$ cat src/rtl/sp_result_packer.sv
module sp_result_packer #(
  parameter int MANT_W = 32,
  parameter int EXP_W  = 12
) (
  input  logic                    clk,
  input  logic                    rst_n,
  input  logic                    in_valid,
  input  logic [1:0]              in_class,
  input  logic                    in_sign,
  input  logic signed [EXP_W-1:0] in_exp,
  input  logic [MANT_W-1:0]       in_mant,
  input  logic                    in_sticky,
  input  logic [1:0]              rnd_mode,
  input  logic                    uf_trap_en,
  output logic                    out_valid,
  output logic [31:0]             out_word,
  output logic                    flag_nx,
  output logic                    flag_of,
  output logic                    flag_uf
);

  localparam int KEEP_W  = 26;
  localparam int BASE_SH = MANT_W - KEEP_W;
  localparam int BIAS    = 127;
  localparam int EXP_TOP = 255;
  localparam int WIDE_W  = MANT_W + KEEP_W;

  localparam logic [1:0] CLS_ZERO = 2'd0;
  localparam logic [1:0] CLS_NUM  = 2'd1;
  localparam logic [1:0] CLS_INF  = 2'd2;
  localparam logic [1:0] CLS_NAN  = 2'd3;

  localparam logic [1:0] RM_NEAR = 2'd0;
  localparam logic [1:0] RM_ZERO = 2'd1;
  localparam logic [1:0] RM_UP   = 2'd2;
  localparam logic [1:0] RM_DOWN = 2'd3;

  int                biased;
  int                extra_sh;
  int                final_exp;
  logic              is_sub;
  logic [WIDE_W-1:0] aligned;
  logic [KEEP_W-1:0] kept;
  logic              sticky_all;
  logic              inexact;
  logic              bump;
  logic [24:0]       rounded;
  logic              go_inf;
  logic [31:0]       res_word;
  logic              res_nx;
  logic              res_of;
  logic              res_uf;

  assign biased = int'(in_exp) + BIAS;
  assign is_sub = (biased <= 0);

  always_comb begin
    if (!is_sub)              extra_sh = 0;
    else if (biased < -KEEP_W) extra_sh = KEEP_W;
    else                       extra_sh = (1 - biased > KEEP_W) ? KEEP_W : 1 - biased;
  end

  assign aligned    = {in_mant, {KEEP_W{1'b0}}} >> extra_sh;
  assign kept       = aligned[WIDE_W-1:MANT_W];
  assign sticky_all = (|aligned[MANT_W-1:0]) | in_sticky;
  assign inexact    = kept[1] | kept[0] | sticky_all;

  always_comb begin
    case (rnd_mode)
      RM_NEAR: bump = kept[1] & (kept[0] | sticky_all | kept[2]);
      RM_ZERO: bump = 1'b0;
      RM_UP:   bump = ~in_sign & inexact;
      default: bump = in_sign & inexact;
    endcase
  end

  assign rounded   = {1'b0, kept[KEEP_W-1:2]} + {24'd0, bump};
  assign final_exp = biased + (rounded[24] ? 1 : 0);

  always_comb begin
    case (rnd_mode)
      RM_NEAR: go_inf = 1'b1;
      RM_ZERO: go_inf = 1'b0;
      RM_UP:   go_inf = ~in_sign;
      default: go_inf = in_sign;
    endcase
  end

  always_comb begin
    res_word = {in_sign, 31'd0};
    res_nx   = 1'b0;
    res_of   = 1'b0;
    res_uf   = 1'b0;
    case (in_class)
      CLS_ZERO: res_word = {in_sign, 31'd0};
      CLS_INF:  res_word = {in_sign, 8'hFF, 23'd0};
      CLS_NAN:  res_word = {in_sign, 8'hFF, 1'b1, in_mant[MANT_W-3 -: 22]};
      CLS_NUM: begin
        res_nx = inexact;
        if (is_sub) begin
          if (rounded[23]) begin
            res_word = {in_sign, 8'h01, 23'd0};
          end else begin
            res_word = {in_sign, 8'h00, rounded[22:0]};
            res_uf   = inexact | uf_trap_en;
          end
        end else if (final_exp >= EXP_TOP) begin
          res_of   = 1'b1;
          res_nx   = 1'b1;
          res_word = go_inf ? {in_sign, 8'hFF, 23'd0} : {in_sign, 8'hFE, 23'h7FFFFF};
        end else begin
          res_word = {in_sign, final_exp[7:0], rounded[22:0]};
        end
      end
      default: res_word = {in_sign, 31'd0};
    endcase
  end

  always_ff @(posedge clk or negedge rst_n) begin
    if (!rst_n) begin
      out_valid <= 1'b0;
      out_word  <= 32'd0;
      flag_nx   <= 1'b0;
      flag_of   <= 1'b0;
      flag_uf   <= 1'b0;
    end else begin
      out_valid <= in_valid;
      if (in_valid) begin
        out_word <= res_word;
        flag_nx  <= res_nx;
        flag_of  <= res_of;
        flag_uf  <= res_uf;
      end
    end
  end

  assert_valid_follows_R1: assert property (@(posedge clk) disable iff (!rst_n)
    in_valid |=> out_valid);
  assert_idle_holds_R1: assert property (@(posedge clk) disable iff (!rst_n)
    !in_valid |=> (!out_valid && $stable(out_word) && $stable(flag_uf)));
  assert_zero_clean_R2: assert property (@(posedge clk) disable iff (!rst_n)
    (in_valid && in_class == CLS_ZERO) |=>
      (out_word[30:0] == 31'd0 && !flag_nx && !flag_of && !flag_uf));
  assert_nan_quiet_R4: assert property (@(posedge clk) disable iff (!rst_n)
    (in_valid && in_class == CLS_NAN) |=> (out_word[30:22] == 9'h1FF && !flag_nx));
  assert_sign_kept_R5: assert property (@(posedge clk) disable iff (!rst_n)
    in_valid |=> (out_word[31] == $past(in_sign)));
  assert_of_top_R8: assert property (@(posedge clk) disable iff (!rst_n)
    (out_valid && flag_of) |-> (flag_nx && out_word[30:23] >= 8'hFE && !flag_uf));
  assert_uf_subnormal_R11: assert property (@(posedge clk) disable iff (!rst_n)
    (out_valid && flag_uf) |-> (out_word[30:23] == 8'h00));

endmodule

$ cat config.mk
export PLATFORM = sky130hd
export DESIGN_NAME = sp_result_packer
export DESIGN_NICKNAME = d
export VERILOG_FILES = /design/src/rtl/sp_result_packer.sv
export SDC_FILE = /design/constraint.sdc
export NUM_CORES = 1
export LEC_CHECK = 0
export BUFFER_PORTS_ARGS = -buffer_cell sky130_fd_sc_hd__buf_2
export CAP_MARGIN = 25
export CORE_MARGIN = 2
export CORE_UTILIZATION = 44
export CTS_BUF_LIST = sky130_fd_sc_hd__clkbuf_4 sky130_fd_sc_hd__clkbuf_8
export DETAILED_ROUTE_END_ITERATION = 10
export PLACE_DENSITY_LB_ADDON = 0.08
export SYNTH_ARGS = -nofsm -noshare
export SYNTH_HDL_FRONTEND = slang
export SYNTH_SLANG_ARGS = --single-unit
$ cat constraint.sdc
create_clock -name clk -period 1 [get_ports clk]
set_input_delay 0.15 -clock clk [delete_from_list [all_inputs] [get_ports clk]]
set_output_delay 0.15 -clock clk [all_outputs]
set_load 0.02 [all_outputs]
## After elaboration in Yosys (flattened, before gate mapping)

Cells that the tools add are included.

| word-level totals | value |
|---|---|
| register bits | 36 |
| bits of input ports | 54 |
| output and inout bits | 36 |
| logic and storage cells | 52 |

| operators by class | value |
|---|---|
| add/sub/neg operators | 4 |
| magnitude comparators | 4 |
| equality and inequality tests | 5 |
| shift-type cells | 1 |
| multiplexer cells | 20 |
| bitwise gates (word level) | 10 |
| reductions and logical operators | 3 |

Operator list:

| cell | count |
|---|---|
| case mux 32 bit (4 select lines) | 1 |
| 2-to-1 mux 32 bit | 3 |
| 2-to-1 mux 31 bit | 2 |
| >> shifter 58 x 32 -> 58 bit | 1 |
| 2-to-1 mux 24 bit | 2 |
| greater-than comparator 32 x 6 -> 1 bit, second input constant | 1 |
| OR reduction 32 bit | 1 |
| adder 24 x 1 -> 25 bit | 1 |
| adder 13 x 2 -> 14 bit | 1 |
| >= comparator 14 x 9 -> 1 bit, second input constant | 1 |
| subtractor 2 x 13 -> 14 bit, first input constant | 1 |
| adder 12 x 8 -> 13 bit, second input constant | 1 |
| less-or-equal comparator 13 x 1 -> 1 bit, second input constant | 1 |
| less-than comparator 13 x 6 -> 1 bit, second input constant | 1 |
| 2-to-1 mux 1 bit | 10 |
| == test 2 bit, second input constant | 3 |
| bitwise OR 1 bit | 6 |
| case mux 1 bit (3 select lines) | 2 |
| == test 2 x 1 -> 1 bit, second input constant | 2 |
| zero test 2 bit | 2 |
| bitwise AND 1 bit | 3 |
| NOT 1 bit | 1 |

## Longest topological paths before layout

| depth | value |
|---|---|
| word-level depth | 20 |
| depth in mapped cells | 45 |
| gate-level depth less buffers | 39 |

## Worst setup path before layout

No wires, ideal clock.

| timing | value |
|---|---|
| path type | input to register |
| start | input port in_exp[0] |
| end | register out_word[24] |
| setup time | 119 ps |
| arrival time | 8267 ps |
| required time | 881 ps |
| path slack | -7386 ps |
| stages | 41 |
| path buffers | 7 |
| cell sequence | buf_2 -> inv_1 -> ha_1 -> clkbuf_1 -> nor2b_1 -> clkbuf_1 -> a21oi_1 -> o32a_1 -> a2111oi_4 -> a31o_2 -> a41oi_2 -> nor2_1 -> buf_6 -> buf_2 -> clkbuf_1 -> mux2i_1 -> mux2i_1 -> o21ai_0 -> [5 not listed] -> ha_1 -> o21ai_1 -> nor3_1 -> buf_2 -> nand4_1 -> nor4_1 -> ha_1 -> ha_1 -> nand3_1 -> or3_1 -> nor4_1 -> nor2_1 -> a2111oi_0 -> a21oi_1 -> a41o_1 -> a311o_1 -> a31oi_1 -> nor2_1 |

| between the ends | value |
|---|---|
| longest elaborated chain between the ends | 20 |
| elaborated cells on any way between the ends | 26 |
| classes of those cells | 4 x add/sub; 4 x order compare; 1 x shift; 8 x mux; 8 x bitwise; 1 x reduce/logical |

Ends and longest elaborated chain:

| item | RTL line | text |
|---|---|---|
| from (decl) | 10 | `input logic signed [EXP_W-1:0] in_exp,` |
| adder 12 x 8 -> 13 bit (*) | 54 | `assign biased = int'(in_exp) + BIAS;` |
| subtractor 2 x 13 -> 14 bit | 60 | `else extra_sh = (1 - biased > KEEP_W) ? KEEP_W : 1 - biased;` |
| greater-than comparator 32 x 6 -> 1 bit | 60 |  |
| 2-to-1 mux 32 bit | 60 |  |
| 2-to-1 mux 32 bit | 59 | `else if (biased < -KEEP_W) extra_sh = KEEP_W;` |
| 2-to-1 mux 32 bit | 58 | `if (!is_sub) extra_sh = 0;` |
| >> shifter 58 x 32 -> 58 bit | 63 | `assign aligned = {in_mant, {KEEP_W{1'b0}}} >> extra_sh;` |
| OR reduction 32 bit | 65 | `assign sticky_all = (\|aligned[MANT_W-1:0]) \| in_sticky;` |
| [4 not listed] | - |  |
| case mux 1 bit (3 select lines) | 69 | `case (rnd_mode)` |
| adder 24 x 1 -> 25 bit | 77 | `assign rounded = {1'b0, kept[KEEP_W-1:2]} + {24'd0, bump};` |
| 2-to-1 mux 1 bit | 78 | `assign final_exp = biased + (rounded[24] ? 1 : 0);` |
| adder 13 x 2 -> 14 bit | 78 |  |
| >= comparator 14 x 9 -> 1 bit | 107 | `end else if (final_exp >= EXP_TOP) begin` |
| 2-to-1 mux 31 bit | 107 |  |
| 2-to-1 mux 31 bit (*) | 100 | `if (is_sub) begin` |
| case mux 32 bit (4 select lines) (*) | 94 | `case (in_class)` |
| to (signal assigned) | 129 | `out_word <= res_word;` |
| to (decl) | 16 | `output logic [31:0] out_word,` |

Every way passes the cells marked *; elsewhere a longest branch is shown, timed or not. The select of a mux whose other input is x is not followed.
A chain may end at the register's enable or synchronous reset.

## Worst setup path in the final report

| timing | value |
|---|---|
| start | input port in_exp[6] |
| end | register out_word[20] |

Same word-level chain as after synthesis.

==> flow_summary.yaml <==
status:
  status: "finished with violations"
  violations: "negative setup slack"
cts:
  cts.path.max_buffers: 2
  cts_buffers: 5
  insertion_delay_ns: 0.30
  cts_tree: "yes"
  path_clk_slew_ns: 0.08
  clock_sinks: 36
  htreeDepth: 2
  root_buffer: "clkbuf_8"
timing:
  setup_viol: 40
  min_period_over_period: 7.842
  report.final.slew_viol_count: 0
  max_slew_margin: 0.4832
  hold_violations: 0
  fin_ws_ns: -6.842
  rsz0062_at_grt: "yes"
  max_freq_mhz: 127.5
  finClkSkew_ns: 0
  finalSetupTns_ns: -227.58
  worstMarginPinSlew_ns: 0.7752
  fin_crit_ns: 7.842
routing:
  drt_iter0_drc: 1303
  postRouteWirelength_mm: 34.16
  antenna_left: 0
  wire_per_inst_microns: 23.48
  first_pass_iters: 7
  viasPerCell: 6.634
  drc: 0
  route.vias.total: 9653
logic_synthesis:
  ys.flop_type: "dfrtp_1"
  synth_area_per_cell_sq_um: 7.423
  synth_warnings: 0
  async_flop_share: 1.000
  ys_seq_elements: 36
  yosysSeqAreaShare: 0.1466
  syn_inst: 828
  syn-num-nets: 892
  synth_edf_count: 0
  synth_area_sq_um: 6146
  yosysUniqueCellTypes: 101
min_path:
  hold_start: "uf_trap_en"
  holdPathEnd: "flag_uf"
  whs_path_depth: 3
  hold_class: "input pin to flop"
die:
  num_rows: 43
  die_area_sq_um: 14930
  die_h_microns: 122.2
  fp.dieW_microns: 122.2
  start_util: 0.4462
  core_area_sq_um: 13770
  io_pins: 90
worst_setup_path:
  rr_startpoint: "out_word[20]"
  r2r-end: "out_word[20]"
  arrival_ns: 8.06
  cp_slowest_cell: "mux4_2"
  crit_top_cell: "buf_6"
  ff2ff_path_depth: 2
  crit_required_ns: 1.21
  worst-path-max-fanout: 5
  worstSetupPathType: "input pin to flop"
  max_stage_delay_ns: 0.56
  r2r_slack_ns: -0.03
  crit_path_end_kind: "flop"
  cp-start-kind: "input pin"
cells_and_area:
  diodes: 0
  layout.nets: 1338
  num-fill-cells: 868
  fin_cells: 1455
  layout_common_cells: "buf_4 (378), nand2_1 (83), buf_6 (58), nor2_1 (53), buf_2 (47)"
  layout-drive-gt1-share: 0.5443
  final_common_cell: "buf_4"
  area_growth_pct: 82.17
global_routing:
  grt_pass1_vias: 9395
  grt_pass1_wl_mm: 50.67
  grt_max_degree: 25
  overflow: 0
  antenna_found_initial: 0
  track_usage: 0.4392
place:
  hpwl_mm: 24.57
  gp_congestion: 1.091
  io_buffers: 89
  placed_cells_incl_taps: 1373
power_and_ir_drop:
  power.internal_w: 0.005083
  ir_drop_mv: 0.6987
  p_comb_frac: 0.630
  swShare: 0.4078
  p_seq_frac: 0.199
  clock_power_share: 0.171
  p_per_area_nw_per_um2: 766.7
  p_sw_w: 0.003501
  leakage_nw: 4.867
run:
  cap_violations: 0
-- worst max-delay path by stage --
| stage | from | endpoint | cells after the start |
|---|---|---|---|
| after floorplan | in_exp[0] | out_word[25] | 40 |
| after global placement | in_exp[1] | out_word[21] | 39 |
| after detailed placement | in_exp[0] | out_word[21] | 40 |
| after CTS | in_exp[6] | out_word[25] | 36 |
| after global routing | in_exp[6] | out_word[8] | 39 |
| final | in_exp[6] | out_word[20] | 39 |
-- registers in the layout, indices dropped and copies added, names as in the netlist --
name	flops
out_valid	1
flag_nx	1
out_word	32
flag_uf	1
flag_of	1
-- per-stage QoR --
step	util	cell area, sq um	hold WS (ns)	worst slack, ns	power, W
floorplan	-	6576	-0.1456	-6.617	0.003856
global placement	0.6879	9474	0.05212	-7.045	0.005850
detailed placement	0.6879	9474	0.06295	-7.349	0.005954
CTS	0.7689	10590	0.1805	-6.617	0.007981
global route	0.8129	11200	0.1977	-6.966	0.008867
finish	0.8129	11200	0.1896	-6.842	0.008583
-- what timing repair did --
| action | 4_1_cts | 5_1_grt |
|---|---|---|
| endpoints found under the hold margin | 13 | 0 |
| setup endpoints to repair | 47 | 70 |
| pin swaps | 44 | 33 |
| gates cloned | 4 | 0 |
| hold buffers | 1 | 0 |
| resized for setup | 116 | 108 |
| buffers inserted | 50 | 26 |
-- cell type report --
class | count | area, sq um | area share
multi-input cells | 715 | 5843 | 0.5219
repair buffers | 497 | 4014 | 0.3585
flip-flops and latches | 36 | 900.9 | 0.08047
well taps | 180 | 225.2 | 0.02012
clock buffers | 7 | 96.34 | 0.008605
inverters | 19 | 86.33 | 0.007711
clock inverters | 1 | 30.03 | 0.002682
-- critical path: cells and delay by family --
family,cells,cell delay (ns)
AOI/OAI and AO/OA,13,3.05
xor gates and xnor gates,1,0.13
adders and majority gates,4,0.70
buffers and inverters,9,1.41
muxes,1,0.56
and+or+nand+nor,11,2.03
-- synth_stat cells, drive strengths merged, types with 10 or more instances --
| cell | number | share of area |
|---|---|---|
| dfrtp | 36 | 0.15 |
| mux2i | 15 | 0.024 |
| a31oi | 19 | 0.019 |
| a21oi | 44 | 0.036 |
| nand3 | 49 | 0.041 |
| nand2 | 87 | 0.054 |
| o31ai | 29 | 0.053 |
| buf | 25 | 0.024 |
| o21ai | 36 | 0.030 |
| nand4 | 19 | 0.020 |
| clkbuf | 34 | 0.021 |
| nor4 | 16 | 0.019 |
| o211ai | 26 | 0.032 |
| ha | 10 | 0.020 |
| a22oi | 27 | 0.034 |
| nor2 | 66 | 0.042 |
| nor3 | 32 | 0.029 |
| and2 | 11 | 0.012 |
| or2 | 10 | 0.010 |
| mux2 | 14 | 0.026 |
| xnor2 | 17 | 0.024 |
| or3 | 11 | 0.011 |
| inv | 18 | 0.011 |
-- routing by layer --
layer | wire (microns) | up-vias | global-route usage
met5 | 0 | - | 0
met4 | 2585 | 0 | 0.2737
met3 | 3314 | 196 | 0.07537
met2 | 15980 | 727 | 0.7318
met1 | 12280 | 4561 | 0.5238
li1 | - | 4169 | -
-- power by group through the flow --
stage	Combinational (W)	Sequential (W)	Clock (W)
after detailed placement	0.00425	0.00170	0
after floorplan	0.00198	0.00187	0
after global routing	0.00563	0.00172	0.00152
after global placement	0.00416	0.00169	0
final	0.00540	0.00171	0.00147
after CTS	0.00485	0.00168	0.00145
-- cell families after synthesis --
group / Yosys count / synth area share
AND/OR/NAND/NOR: 348 / 0.2940
AO/OA/AOI/OAI: 298 / 0.3781
buffers and inverters: 78 / 0.05619
flip-flops: 36 / 0.1466
multiplexers: 35 / 0.07207
XOR/XNOR: 23 / 0.03278
adder cells (fa/ha/maj): 10 / 0.02036
Power figures use the tool's default switching activity.
